==> config.mk <==
export PLATFORM = sky130hd
export DESIGN_NAME = spi_port
export DESIGN_NICKNAME = d
export VERILOG_FILES = /design/src/rtl/spi_port.sv
export SDC_FILE = /design/constraint.sdc
export NUM_CORES = 1
export LEC_CHECK = 0
export ABC_AREA = 1
export BUFFER_PORTS_ARGS = -buffer_cell sky130_fd_sc_hd__clkbuf_2
export CAP_MARGIN = 25
export CORE_ASPECT_RATIO = 0.75
export CORE_UTILIZATION = 55
export DETAILED_ROUTE_END_ITERATION = 7
export GPL_TIMING_DRIVEN = 0
export PLACE_DENSITY = 0.76
export SLEW_MARGIN = 10
export SYNTH_ARGS = -nofsm -noshare
export SYNTH_HDL_FRONTEND = slang
export SYNTH_SLANG_ARGS = --single-unit
export TNS_END_PERCENT = 20
==> constraint.sdc <==
create_clock -name clk -period 2.6 [get_ports clk]
set_clock_uncertainty 0.2 [all_clocks]
set_input_delay 0 -clock clk [delete_from_list [all_inputs] [get_ports clk]]
set_output_delay 0 -clock clk [all_outputs]
set_load 0.1 [all_outputs]
==> src/rtl/spi_port.sv <==
module spi_port (
  input  logic        clk,
  input  logic        rst_n,
  input  logic        cfg_master,
  input  logic        cfg_wide,
  input  logic        cfg_idle_hi,
  input  logic        cfg_tx_trail,
  input  logic        cfg_ss_en,
  input  logic        cfg_sdo_off,
  input  logic [1:0]  cfg_pdiv,
  input  logic [2:0]  cfg_sdiv,
  input  logic        host_wr,
  input  logic [15:0] host_wdata,
  input  logic        host_rd,
  output logic [15:0] rx_data,
  input  logic        sck_in,
  input  logic        ss_n,
  input  logic        sdi,
  output logic        sck_out,
  output logic        sck_oe,
  output logic        sdo,
  output logic        sdo_oe,
  output logic        irq,
  output logic        rx_ovf,
  output logic        rx_full
);
  logic        wide_q, busy, more, txf, full_q, ovf_q, irq_q, sdo_q;
  logic [15:0] sr, txb, rxb, shifted;
  logic [4:0]  cnt, hcnt;
  logic [10:0] div, half_len;
  logic [2:0]  sck_sy;
  logic [1:0]  ss_sy, sdi_sy;
  logic [3:0]  sec_ratio;
  logic [2:0]  shamt;
  logic        edge_seen, lead, trail, sel, s_go, tick, m_last, smp, chg, done;
  logic        msb_sr, msb_tx, msb_wr;

  assign sec_ratio = 4'd8 - {1'b0, cfg_sdiv};
  assign shamt     = {2'd3 - cfg_pdiv, 1'b0} + 3'd1;
  assign half_len  = {7'd0, sec_ratio} << shamt;

  assign edge_seen = sck_sy[1] ^ sck_sy[2];
  assign lead      = edge_seen && (sck_sy[1] != cfg_idle_hi);
  assign trail     = edge_seen && (sck_sy[1] == cfg_idle_hi);
  assign sel       = !cfg_ss_en || !ss_sy[1];
  assign s_go      = !cfg_master && !ovf_q && sel;

  assign tick   = cfg_master && busy && !ovf_q && (div >= half_len - 11'd1);
  assign m_last = hcnt == (wide_q ? 5'd31 : 5'd15);
  assign smp    = cfg_master ? (tick && !hcnt[0])
                             : (s_go && (cfg_tx_trail ? lead : trail));
  assign chg    = cfg_master ? (tick && hcnt[0] && (!m_last || more))
                             : (s_go && (cfg_tx_trail ? trail : lead));
  assign shifted = {sr[14:0], cfg_master ? sdi : sdi_sy[1]};
  assign done    = smp && (cnt == (wide_q ? 5'd15 : 5'd7));

  assign msb_sr = wide_q ? sr[15] : sr[7];
  assign msb_tx = wide_q ? txb[15] : txb[7];
  assign msb_wr = wide_q ? host_wdata[15] : host_wdata[7];

  always_ff @(posedge clk or negedge rst_n) begin
    if (!rst_n) begin
      sck_sy <= '0;
      ss_sy  <= 2'b11;
      sdi_sy <= '0;
    end else begin
      sck_sy <= {sck_sy[1:0], sck_in};
      ss_sy  <= {ss_sy[0], ss_n};
      sdi_sy <= {sdi_sy[0], sdi};
    end
  end

  always_ff @(posedge clk or negedge rst_n) begin
    if (!rst_n) begin
      wide_q <= 1'b0;
      busy <= 1'b0; more <= 1'b0; txf <= 1'b0;
      full_q <= 1'b0; ovf_q <= 1'b0; irq_q <= 1'b0; sdo_q <= 1'b0;
      sr <= '0; txb <= '0; rxb <= '0;
      cnt <= '0; hcnt <= '0; div <= '0;
    end else if (cfg_wide != wide_q) begin
      wide_q <= cfg_wide;
      busy <= 1'b0; more <= 1'b0; txf <= 1'b0;
      full_q <= 1'b0; ovf_q <= 1'b0; irq_q <= 1'b0; sdo_q <= 1'b0;
      sr <= '0; txb <= '0; rxb <= '0;
      cnt <= '0; hcnt <= '0; div <= '0;
    end else begin
      irq_q <= done;
      if (host_rd) begin
        full_q <= 1'b0;
        ovf_q  <= 1'b0;
      end
      if (cfg_master && busy && !ovf_q)
        div <= tick ? 11'd0 : div + 11'd1;
      if (tick) begin
        if (m_last) begin
          hcnt <= '0;
          if (!more) busy <= 1'b0;
        end else begin
          hcnt <= hcnt + 5'd1;
        end
      end
      if (!cfg_master && cfg_ss_en && ss_sy[1]) cnt <= '0;
      if (smp) begin
        sr  <= shifted;
        cnt <= cnt + 5'd1;
      end
      if (chg) sdo_q <= msb_sr;
      if (done) begin
        cnt <= '0;
        if (full_q && !host_rd) ovf_q <= 1'b1;
        else begin
          rxb    <= wide_q ? shifted : {8'h00, shifted[7:0]};
          full_q <= 1'b1;
        end
        more <= txf;
        if (txf) begin
          sr  <= txb;
          txf <= 1'b0;
        end
      end
      if (cfg_master && !busy && txf) begin
        busy  <= 1'b1;
        more  <= 1'b0;
        hcnt  <= '0;
        div   <= '0;
        cnt   <= '0;
        sr    <= txb;
        sdo_q <= msb_tx;
        txf   <= 1'b0;
      end
      if (host_wr) begin
        if (!cfg_master && cnt == 5'd0 && !smp) begin
          sr    <= host_wdata;
          sdo_q <= msb_wr;
        end else begin
          txb <= host_wdata;
          txf <= 1'b1;
        end
      end
    end
  end

  assign sck_out = (cfg_master && busy)
                   ? (cfg_idle_hi ^ (cfg_tx_trail ? hcnt[0] : ~hcnt[0]))
                   : cfg_idle_hi;
  assign sck_oe  = cfg_master;
  assign sdo     = sdo_q;
  assign sdo_oe  = !cfg_sdo_off && (cfg_master || !cfg_ss_en || !ss_sy[1]);
  assign irq     = irq_q;
  assign rx_ovf  = ovf_q;
  assign rx_full = full_q;
  assign rx_data = rxb;
endmodule


==> metrics.csv <==
metric,value,unit
status,"finished, violations left",
failing checks,"negative hold slack, negative setup slack",
Num CTS Buffers,9,
Commonest cells post-synth,"nand2_1 (126), inv_1 (96), dfrtp_1 (82), nand3_1 (69), nor2_1 (61)",
crit share post-route,1.15,
final setup fails,72,
Clk pwr share,0.383,
Syn Std Cell Area,4880,um^2
Leak Pwr,3.30,nW
Switching Share,0.306,
core area,8530,um^2
ratio of cells with drive above 1 in the final layout,0.269,
Setup crit end kind,flip-flop,
max cap viols,0,
Area Growth Syn to Fin,35.7,%
clk buf depth,2,
Nets,814,
pwr dens,550,nW/um^2
Root Buffer,clkbuf_16,
Psw,1.11,mW
final core utilization,0.776,
initial antenna violation count,0,
CP max stage delay,0.31,ns
Critical Path AT,3.05,ns
Die ar.,9250,um^2
top-area cell type share of the netlist area,0.421,
first-pass GRT wire length,21400,um
Place WS,-0.951,ns
die height,83.6,um
DRC,0,
Synth Net Count,695,
Crit path required time,2.66,ns
WL/cell,15.7,um
Final Hold Viols,8,
Synth cell types,39,
number of diodes,0,
CP startpoint kind,input pin,
most common flop cell mapped by yosys,dfrtp_1,
Fill cells,573,
Fmax,0.334,GHz
Vias/cell,5.63,
Slew headroom,0.625,
fin crit period,3.00,ns
H-tree depth,3,
Hold Path Class,input pin to async pin,
Worst Setup Path Type,input pin to flip-flop,
dpl cell area,5420,um^2
Final ANT Viol Nets,0,
"Seq/Total Area, Yosys",0.432,
"FF+latch count, synth",84,
"Warnings, synthesis",0,
clock sink count,84,
worst hold margin,-0.00954,ns
clock slew at reported path FFs,0.06,ns
# port buffers,54,
max-slew violation count,0,
unrepaired setup endpoints after global routing,true,
I/O Pins,57,
cell accounting for the most synthesized area,dfrtp_1,
Logic pwr share,0.231,
first-pass iteration count of the detailed router,5,
die width,111,um
via count of the first global-routing pass,4459,
CP Max Fanout,6,
Setup WS post-layout,-0.396,ns
Final Cell Area,6620,um^2
WL final,13800,um
average size of a mapped cell,7.56,um^2
register share of total power,0.385,
GRT Overall Usage,0.294,
TritonCTS clock tree,built,
VDD IR max,535,uV
Syn Inst Count,645,
DRT iter0 DRCs,412,
Post-DP HPWL,8860,um
worst slew pin tran,0.562,ns
"EDFF count, synth",0,
vias,4938,
"Clk Latency, worst-skew pair",0.34,ns
routability cong.,0.898,
top post-synthesis cells by area,"dfrtp_1 (42%), nand2_1 (9.7%), inv_1 (7.4%)",
largest net degree at the start of global routing,52,
"count leader, synth",nand2_1,
cell internal pwr,2.53,mW
Row Count,29,
initial core utilization,0.572,
ys async rst share,1.00,
GRT overflow,0,
slowest CP cell,ha_1,
-- registers in the layout (all words and copies together) (netlist names), 2 cells and up --
name	flops
rx_data	16
sr	16
div	11
txb	16
ss_sy	2
hcnt	5
sdi_sy	2
cnt	5
sck_sy	3
-- cell families after synthesis --
family	synth area share
adder cells (fa/ha/maj)	0.0410
buffers and inverters	0.109
flip-flops	0.432
AO/OA/AOI/OAI	0.115
XOR/XNOR	0.0287
multiplexers	0.00410
AND/OR/NAND/NOR	0.271
-- critical path: cells and delay by family --
kind / cells / cell delay, ns
and+or+nand+nor: 19 / 1.91
buffers and inverters: 4 / 0.35
adders and majority gates: 2 / 0.44
xor gates and xnor gates: 2 / 0.33
-- layout make-up --
cell class,count,area (um^2),area share
clock buffer,9,225,0.0340
tap,108,135,0.0204
inverter,100,403,0.0609
buffer,27,225,0.0340
sequential,84,2100,0.318
multi-input combinational,434,2590,0.392
timing repair buffer,108,832,0.126
clock inverter,7,98.8,0.0149
-- cells in the final DEF, fill, tap and decap left out, types with 16 or more instances in the layout --
cell type	netlist	routed
nand3_1	69	56
dlygate4sd3_1	0	24
a21oi_1	29	26
nor2_1	61	54
buf_4	4	25
o21ai_0	44	31
dfrtp_1	82	82
nand2_1	126	107
inv_1	96	88
nand2_2	4	16
o21ai_1	16	23
clkbuf_2	0	51
-- power by group through the flow --
stage | combinational (mW) | sequential [mW] | clock (mW)
2_1_floorplan | 0.412 | 1.46 | 0
3_3_place_gp | 0.619 | 1.42 | 0
3_5_place_dp | 0.639 | 1.42 | 0
4_1_cts | 0.745 | 1.40 | 1.41
5_1_grt | 0.912 | 1.41 | 1.46
6_report | 0.843 | 1.40 | 1.40
-- timing repair --
action                                  CTS  global route
endpoints found under the setup margin   74            76
resized for setup                        52            57
endpoints found under the hold margin   133             0
buffers inserted                         19             6
pin swaps                                33            32
cloned                                    1             3
hold buffers                             24             0
-- stage by stage --
stage	instances	setup TNS, ns	total power, mW
global route	877	-31.76	3.79
CTS	868	-13.95	3.56
finish	877	-19.74	3.64
detailed placement	808	-61.15	2.06
floorplan	645	-11.20	1.88
global placement	807	-57.98	2.04
-- per-layer routing --
metal	vias up	track usage	part of all wire
met2	249	0.425	0.45
met3	23	0.0857	0.083
met5	-	0	0
li1	2322	-	-
met1	2344	0.430	0.45
met4	0	0.0764	0.013
-- worst paths after layout --
path | slack, ns | end | cells past startpoint | start
worst max-delay path | -0.40 | sr[7] | 27 | cfg_sdiv[1]
worst min-delay path | -0.01 | rx_data[11] | 2 | rst_n
worst max register to register | 0.16 | sr[7] | 14 | div[6]
worst min register to register | 0.15 | sck_sy[1] | 0 | sck_sy[0]
max in group asynchronous | 1.59 | sck_sy[2] | 3 | rst_n
min in group clk | 0.05 | rx_data[0] | 3 | cfg_master
No activity file was read; power rests on OpenSTA's default activity.
